==> config.mk <==
export PLATFORM = sky130hd
export DESIGN_NAME = cascade_route_chain
export DESIGN_NICKNAME = d
export VERILOG_FILES = /design/src/rtl/route_chain_pkg.sv /design/src/rtl/route_box.sv /design/src/rtl/route_lane.sv /design/src/rtl/cascade_route_chain.sv
export SDC_FILE = /design/constraint.sdc
export NUM_CORES = 1
export LEC_CHECK = 0
export CELL_PAD_IN_SITES_DETAIL_PLACEMENT = 1
export CELL_PAD_IN_SITES_GLOBAL_PLACEMENT = 2
export CORE_UTILIZATION = 19
export DETAILED_ROUTE_END_ITERATION = 10
export GPL_ROUTABILITY_DRIVEN = 0
export PLACE_DENSITY = 0.95
export SYNTH_ARGS = -nofsm -noshare
export SYNTH_HDL_FRONTEND = slang
export SYNTH_SLANG_ARGS = --single-unit
==> constraint.sdc <==
create_clock -name clk -period 2.1 [get_ports clk]
set_clock_uncertainty 0.05 [all_clocks]
set_input_delay 0.315 -clock clk [delete_from_list [all_inputs] [get_ports clk]]
set_output_delay 0.315 -clock clk [all_outputs]
set_load 0.02 [all_outputs]
==> src/rtl/route_chain_pkg.sv <==
// Package: shared encodings for the AND/OR routing chain.
// Assumes the op bit is 1 for AND and 0 for OR.
package route_chain_pkg;

    localparam logic OP_AND = 1'b1;
    localparam logic OP_OR  = 1'b0;

    // Identity bit of an operation: 1 for AND, 0 for OR.
    function automatic logic ident_bit(input logic op);
        return (op == OP_AND);
    endfunction

endpackage

==> src/rtl/route_box.sv <==
// One routing stage: combines the arriving chain value with the local
// machine value by AND or OR. With bypass set, the local value is replaced
// by the identity constant of the chosen operation. Purely combinational.
module route_box #(
    parameter int W = 16
) (
    input  logic [W-1:0] chain_in,
    input  logic [W-1:0] local_val,
    input  logic         op,
    input  logic         bypass,
    output logic [W-1:0] chain_out
);
    import route_chain_pkg::*;

    logic [W-1:0] contrib;

    // Pick the machine value or the identity constant.
    always_comb begin
        contrib = bypass ? {W{ident_bit(op)}} : local_val;
    end

    // Apply the configured bitwise operation.
    always_comb begin
        if (op == OP_AND) chain_out = chain_in & contrib;
        else              chain_out = chain_in | contrib;
    end

endmodule

==> src/rtl/route_lane.sv <==
// A lane of N stages in machine order 0..N-1. Stage 0 starts from the
// identity constant of its own operation. Assumes flat input packing with
// machine k at [k*W +: W].
module route_lane #(
    parameter int N = 8,
    parameter int W = 16
) (
    input  logic [N-1:0]   ops,
    input  logic [N-1:0]   byp,
    input  logic [N*W-1:0] vals,
    output logic [W-1:0]   result
);
    import route_chain_pkg::*;

    logic [W-1:0] link [N+1];

    // Seed the chain with stage 0's identity.
    always_comb begin
        link[0] = {W{ident_bit(ops[0])}};
    end

    for (genvar k = 0; k < N; k++) begin : g_stage
        route_box #(.W(W)) i_box (
            .chain_in (link[k]),
            .local_val(vals[k*W +: W]),
            .op       (ops[k]),
            .bypass   (byp[k]),
            .chain_out(link[k+1])
        );
    end

    // Lane result is the value leaving the last stage.
    always_comb begin
        result = link[N];
    end

endmodule

==> src/rtl/cascade_route_chain.sv <==
// Top: data and flag reduction lanes under one shared per-stage
// configuration, each feeding a common register that loads on load_en and
// holds otherwise. Synchronous active-low reset clears both registers.
module cascade_route_chain #(
    parameter int N_MACH = 8,
    parameter int DATA_W = 16,
    parameter int FLAG_W = 4
) (
    input  logic                     clk,
    input  logic                     rst_n,
    input  logic [N_MACH-1:0]        stage_op,
    input  logic [N_MACH-1:0]        stage_bypass,
    input  logic [N_MACH*DATA_W-1:0] mach_data,
    input  logic [N_MACH*FLAG_W-1:0] mach_flag,
    input  logic                     load_en,
    output logic [DATA_W-1:0]        common_data,
    output logic [FLAG_W-1:0]        common_flag
);

    logic [DATA_W-1:0] data_res;
    logic [FLAG_W-1:0] flag_res;

    route_lane #(.N(N_MACH), .W(DATA_W)) i_data_lane (
        .ops(stage_op), .byp(stage_bypass), .vals(mach_data), .result(data_res)
    );

    route_lane #(.N(N_MACH), .W(FLAG_W)) i_flag_lane (
        .ops(stage_op), .byp(stage_bypass), .vals(mach_flag), .result(flag_res)
    );

    // Common registers: clear on reset, capture on load, else hold.
    always_ff @(posedge clk) begin
        if (!rst_n) begin
            common_data <= '0;
            common_flag <= '0;
        end else if (load_en) begin
            common_data <= data_res;
            common_flag <= flag_res;
        end
    end

endmodule


==> results.sh <==
export IMPL_final_hold_worst_slack_ns=0.536
export IMPL_top_level_ports=199
export IMPL_antenna_left=0
export IMPL_fill_cells=1729
export IMPL_initial_utilization=0.194
export IMPL_timing_final_ws_setup_ns=0.248
export IMPL_cts_hold_buffers=0
export IMPL_post_synth_instance_area_um2=2810
export IMPL_grt_start_max_net_pins=61
export IMPL_grt_total_usage=0.225
export IMPL_floorplan_die_width_um=124
export IMPL_fin_tns_setup_ns=0
export IMPL_timing_worst_setup_path_type="input port to flop"
export IMPL_routed_via_density=5.62
export IMPL_portBuffers=198
export IMPL_path_clk_slew_ns=0.06
export IMPL_vdd_ir_drop_max_uv=266
export IMPL_first_pass_grt_wire_length_mm=25.9
export IMPL_maxCapViolCount=0
export IMPL_path_cells="clkdlybuf4s50_1, buf_12, mux2_2, o21ai_1, a311oi_1, buf_4, o21a_1"
export IMPL_fmaxAchievable_mhz=540
export IMPL_power_density_cells_nw_per_um2=382
export IMPL_cp_slowest_cell="sky130_fd_sc_hd__clkdlybuf4s50_1"
export IMPL_path_max_fanout=14
export IMPL_grt_setup_unrepaired="no"
export IMPL_crit_arrival_ns=1.95
export IMPL_syn_inst=399
export IMPL_preCtsSetupSlack_ns=-0.00241
export IMPL_number_of_buffers_inserted_during_clock_tree_synthesis=3
export IMPL_cts_tree="done"
export IMPL_syn_mean_instance_area_um2=7.04
export IMPL_hp_class="flop to flop"
export IMPL_clk_insertion_delay_late_ns=0.26
export IMPL_timing_critical_path_max_delay_family="buffers and inverters"
export IMPL_numClockSinks=20
export IMPL_post_cts_setup_buffers=0
export IMPL_run_status="completed"
export IMPL_synthDominantAreaCellType="sky130_fd_sc_hd__dfxtp_1"
export IMPL_antenna_found_initial=2
export IMPL_final_layout_size_suffix_gt1_frac=0.0971
export IMPL_ys_seq_area_frac=0.143
export IMPL_worst_ep_required_time_ns=2.20
export IMPL_ys_types=29
export IMPL_worst_pin_slew_ns=0.523
export IMPL_post_route_drc_count=0
export IMPL_timing_final_crit_period_ns=1.85
export IMPL_post_dp_hpwl_mm=14.5
export IMPL_netlist_top_cells_count="56 x sky130_fd_sc_hd__nand2_1, 41 x sky130_fd_sc_hd__a22oi_1, 40 x sky130_fd_sc_hd__o21ai_0, 40 x sky130_fd_sc_hd__o22ai_1, 25 x sky130_fd_sc_hd__clkbuf_1"
export IMPL_final_cycle_share=0.882
export IMPL_drt_first_pass_iters=7
export IMPL_final_hold_viol_count=0
export IMPL_die_h_um=124
export IMPL_share_of_synthesized_registers_carrying_an_async_set_or_reset=0
export IMPL_floorplan_rows=44
export IMPL_synth_edff_count=0
export IMPL_timing_critical_path_slowest_cell_delay_ns=0.50
export IMPL_detailroute_via_count=4357
export IMPL_design_area_um2=5240
export IMPL_slew_viol_final=0
export IMPL_slew_headroom=0.649
export IMPL_critical_path_endpoint_type="flop"
export IMPL_post_synth_top_count_cell="sky130_fd_sc_hd__nand2_1"
export IMPL_totalWireLength_mm=17.8
export IMPL_root_buffer="sky130_fd_sc_hd__clkbuf_16"
export IMPL_startpoint_type="input port"
export IMPL_syn2layout_area_growth_pct=86.6
export IMPL_grt_overflow_total=0
export IMPL_clock_tree_htree_level_count=1
export IMPL_yosys_register_bits=20
export IMPL_power_leakage_nw=1.78
export IMPL_yosys_warnings=0
export IMPL_cts_resized=0
export IMPL_setup_viol=0
export IMPL_floorplan_die_area_um2=15300
export IMPL_ys_top_cells_by_area="sky130_fd_sc_hd__dfxtp_1 14%, sky130_fd_sc_hd__a22oi_1 11%, sky130_fd_sc_hd__o22ai_1 8.9%"
export IMPL_yosys_most_used_dff="sky130_fd_sc_hd__dfxtp_1"
export IMPL_grt_pass1_vias=4513
export IMPL_std_cell_core_area_um2=14500
export IMPL_detail_route_iter0_violations=380
export IMPL_yosysTopAreaCellShare=0.143
export IMPL_synth_nets=578
export IMPL_routedWlPerCell_um=22.9
export IMPL_placement_cell_area_um2=5160
export IMPL_cts_path_max_buffers=2
export IMPL_worstPathBufferInverterCount=3
export IMPL_final_nets=768
[worst paths after layout]
check	start	end	slack [ns]	cells after the start
hold / removal	common_flag[2]$_SDFFE_PN0P_	common_flag[2]$_SDFFE_PN0P_	0.54	2
hold reg to reg	common_flag[2]$_SDFFE_PN0P_	common_flag[2]$_SDFFE_PN0P_	0.54	2
setup reg to reg	common_data[14]$_SDFFE_PN0P_	common_data[14]$_SDFFE_PN0P_	1.05	3
setup / recovery	stage_bypass[0]	common_data[8]$_SDFFE_PN0P_	0.25	7
[cell type report]
| cell class | count | area [um^2] | area share |
|---|---|---|---|
| antenna | 4 | 10.0 | 0.00191 |
| clock buffer | 3 | 75.1 | 0.0143 |
| multi-input combinational | 335 | 2180 | 0.416 |
| sequential | 20 | 400 | 0.0764 |
| tap | 184 | 230 | 0.0439 |
| timing repair buffer | 229 | 2350 | 0.448 |
[cells by family (layout without fill, tap and decap cells)]
group                  count (synthesis)  count (layout)  synth area share
other                                  0               4                 0
AOI/OAI and AO/OA                    241             241             0.584
buffers and inverters                 44             232            0.0824
and+or+nand+nor                       74              74             0.110
muxes                                 20              20            0.0811
DFF                                   20              20             0.143
[state kept, by name, summed over array words and instances (netlist names)]
name,cells
common_data,16
common_flag,4
[metrics by stage]
step,std cells,total power [mW],utilization
2_1_floorplan,399,0.894,-
3_3_place_gp,768,1.54,0.356
3_5_place_dp,768,1.57,0.356
4_1_cts,771,1.98,0.361
5_1_grt,773,2.08,0.362
6_report,775,2.00,0.362
[worst reg2reg max path, stage by stage (launching register included)]
cell                      delay, ns
sky130_fd_sc_hd__dfxtp_1       0.41
sky130_fd_sc_hd__o21ai_0       0.11
sky130_fd_sc_hd__a31oi_1       0.27
sky130_fd_sc_hd__o21a_1        0.17
[routing by layer]
metal	part of all wire	routed length, um	GRT usage
met1	0.41	7200	0.283
met2	0.47	8300	0.353
met3	0.067	1190	0.0389
met4	0.061	1080	0.142
met5	0	0	0
[cells in the final DEF (no fill, tap or decap), types with 2 or more instances in the layout]
cell	Yosys	routed
sky130_fd_sc_hd__diode_2	0	4
sky130_fd_sc_hd__mux2_2	18	18
sky130_fd_sc_hd__buf_4	1	20
sky130_fd_sc_hd__dfxtp_1	20	20
sky130_fd_sc_hd__o21ai_0	40	40
sky130_fd_sc_hd__o21ai_1	18	18
sky130_fd_sc_hd__a31oi_1	19	19
sky130_fd_sc_hd__nor2_1	8	7
sky130_fd_sc_hd__clkbuf_16	0	3
sky130_fd_sc_hd__o31ai_1	19	19
sky130_fd_sc_hd__a211oi_1	2	2
sky130_fd_sc_hd__nand2b_1	8	8
sky130_fd_sc_hd__o21a_1	20	20
sky130_fd_sc_hd__clkdlybuf4s50_1	0	197
sky130_fd_sc_hd__a22oi_1	41	41
sky130_fd_sc_hd__nand2_1	56	56
sky130_fd_sc_hd__o22ai_1	40	40
sky130_fd_sc_hd__buf_12	1	11
sky130_fd_sc_hd__a311oi_1	18	18
sky130_fd_sc_hd__o2111ai_1	20	20
[power breakdown]
part / total (mW) / switching, mW / internal (mW)
combinational: 1.14 / 0.520 / 0.619
clock: 0.421 / 0.169 / 0.252
sequential: 0.442 / 0.0255 / 0.416
total: 2.00 / 0.714 / 1.29
Power figures use the tool's default switching activity.
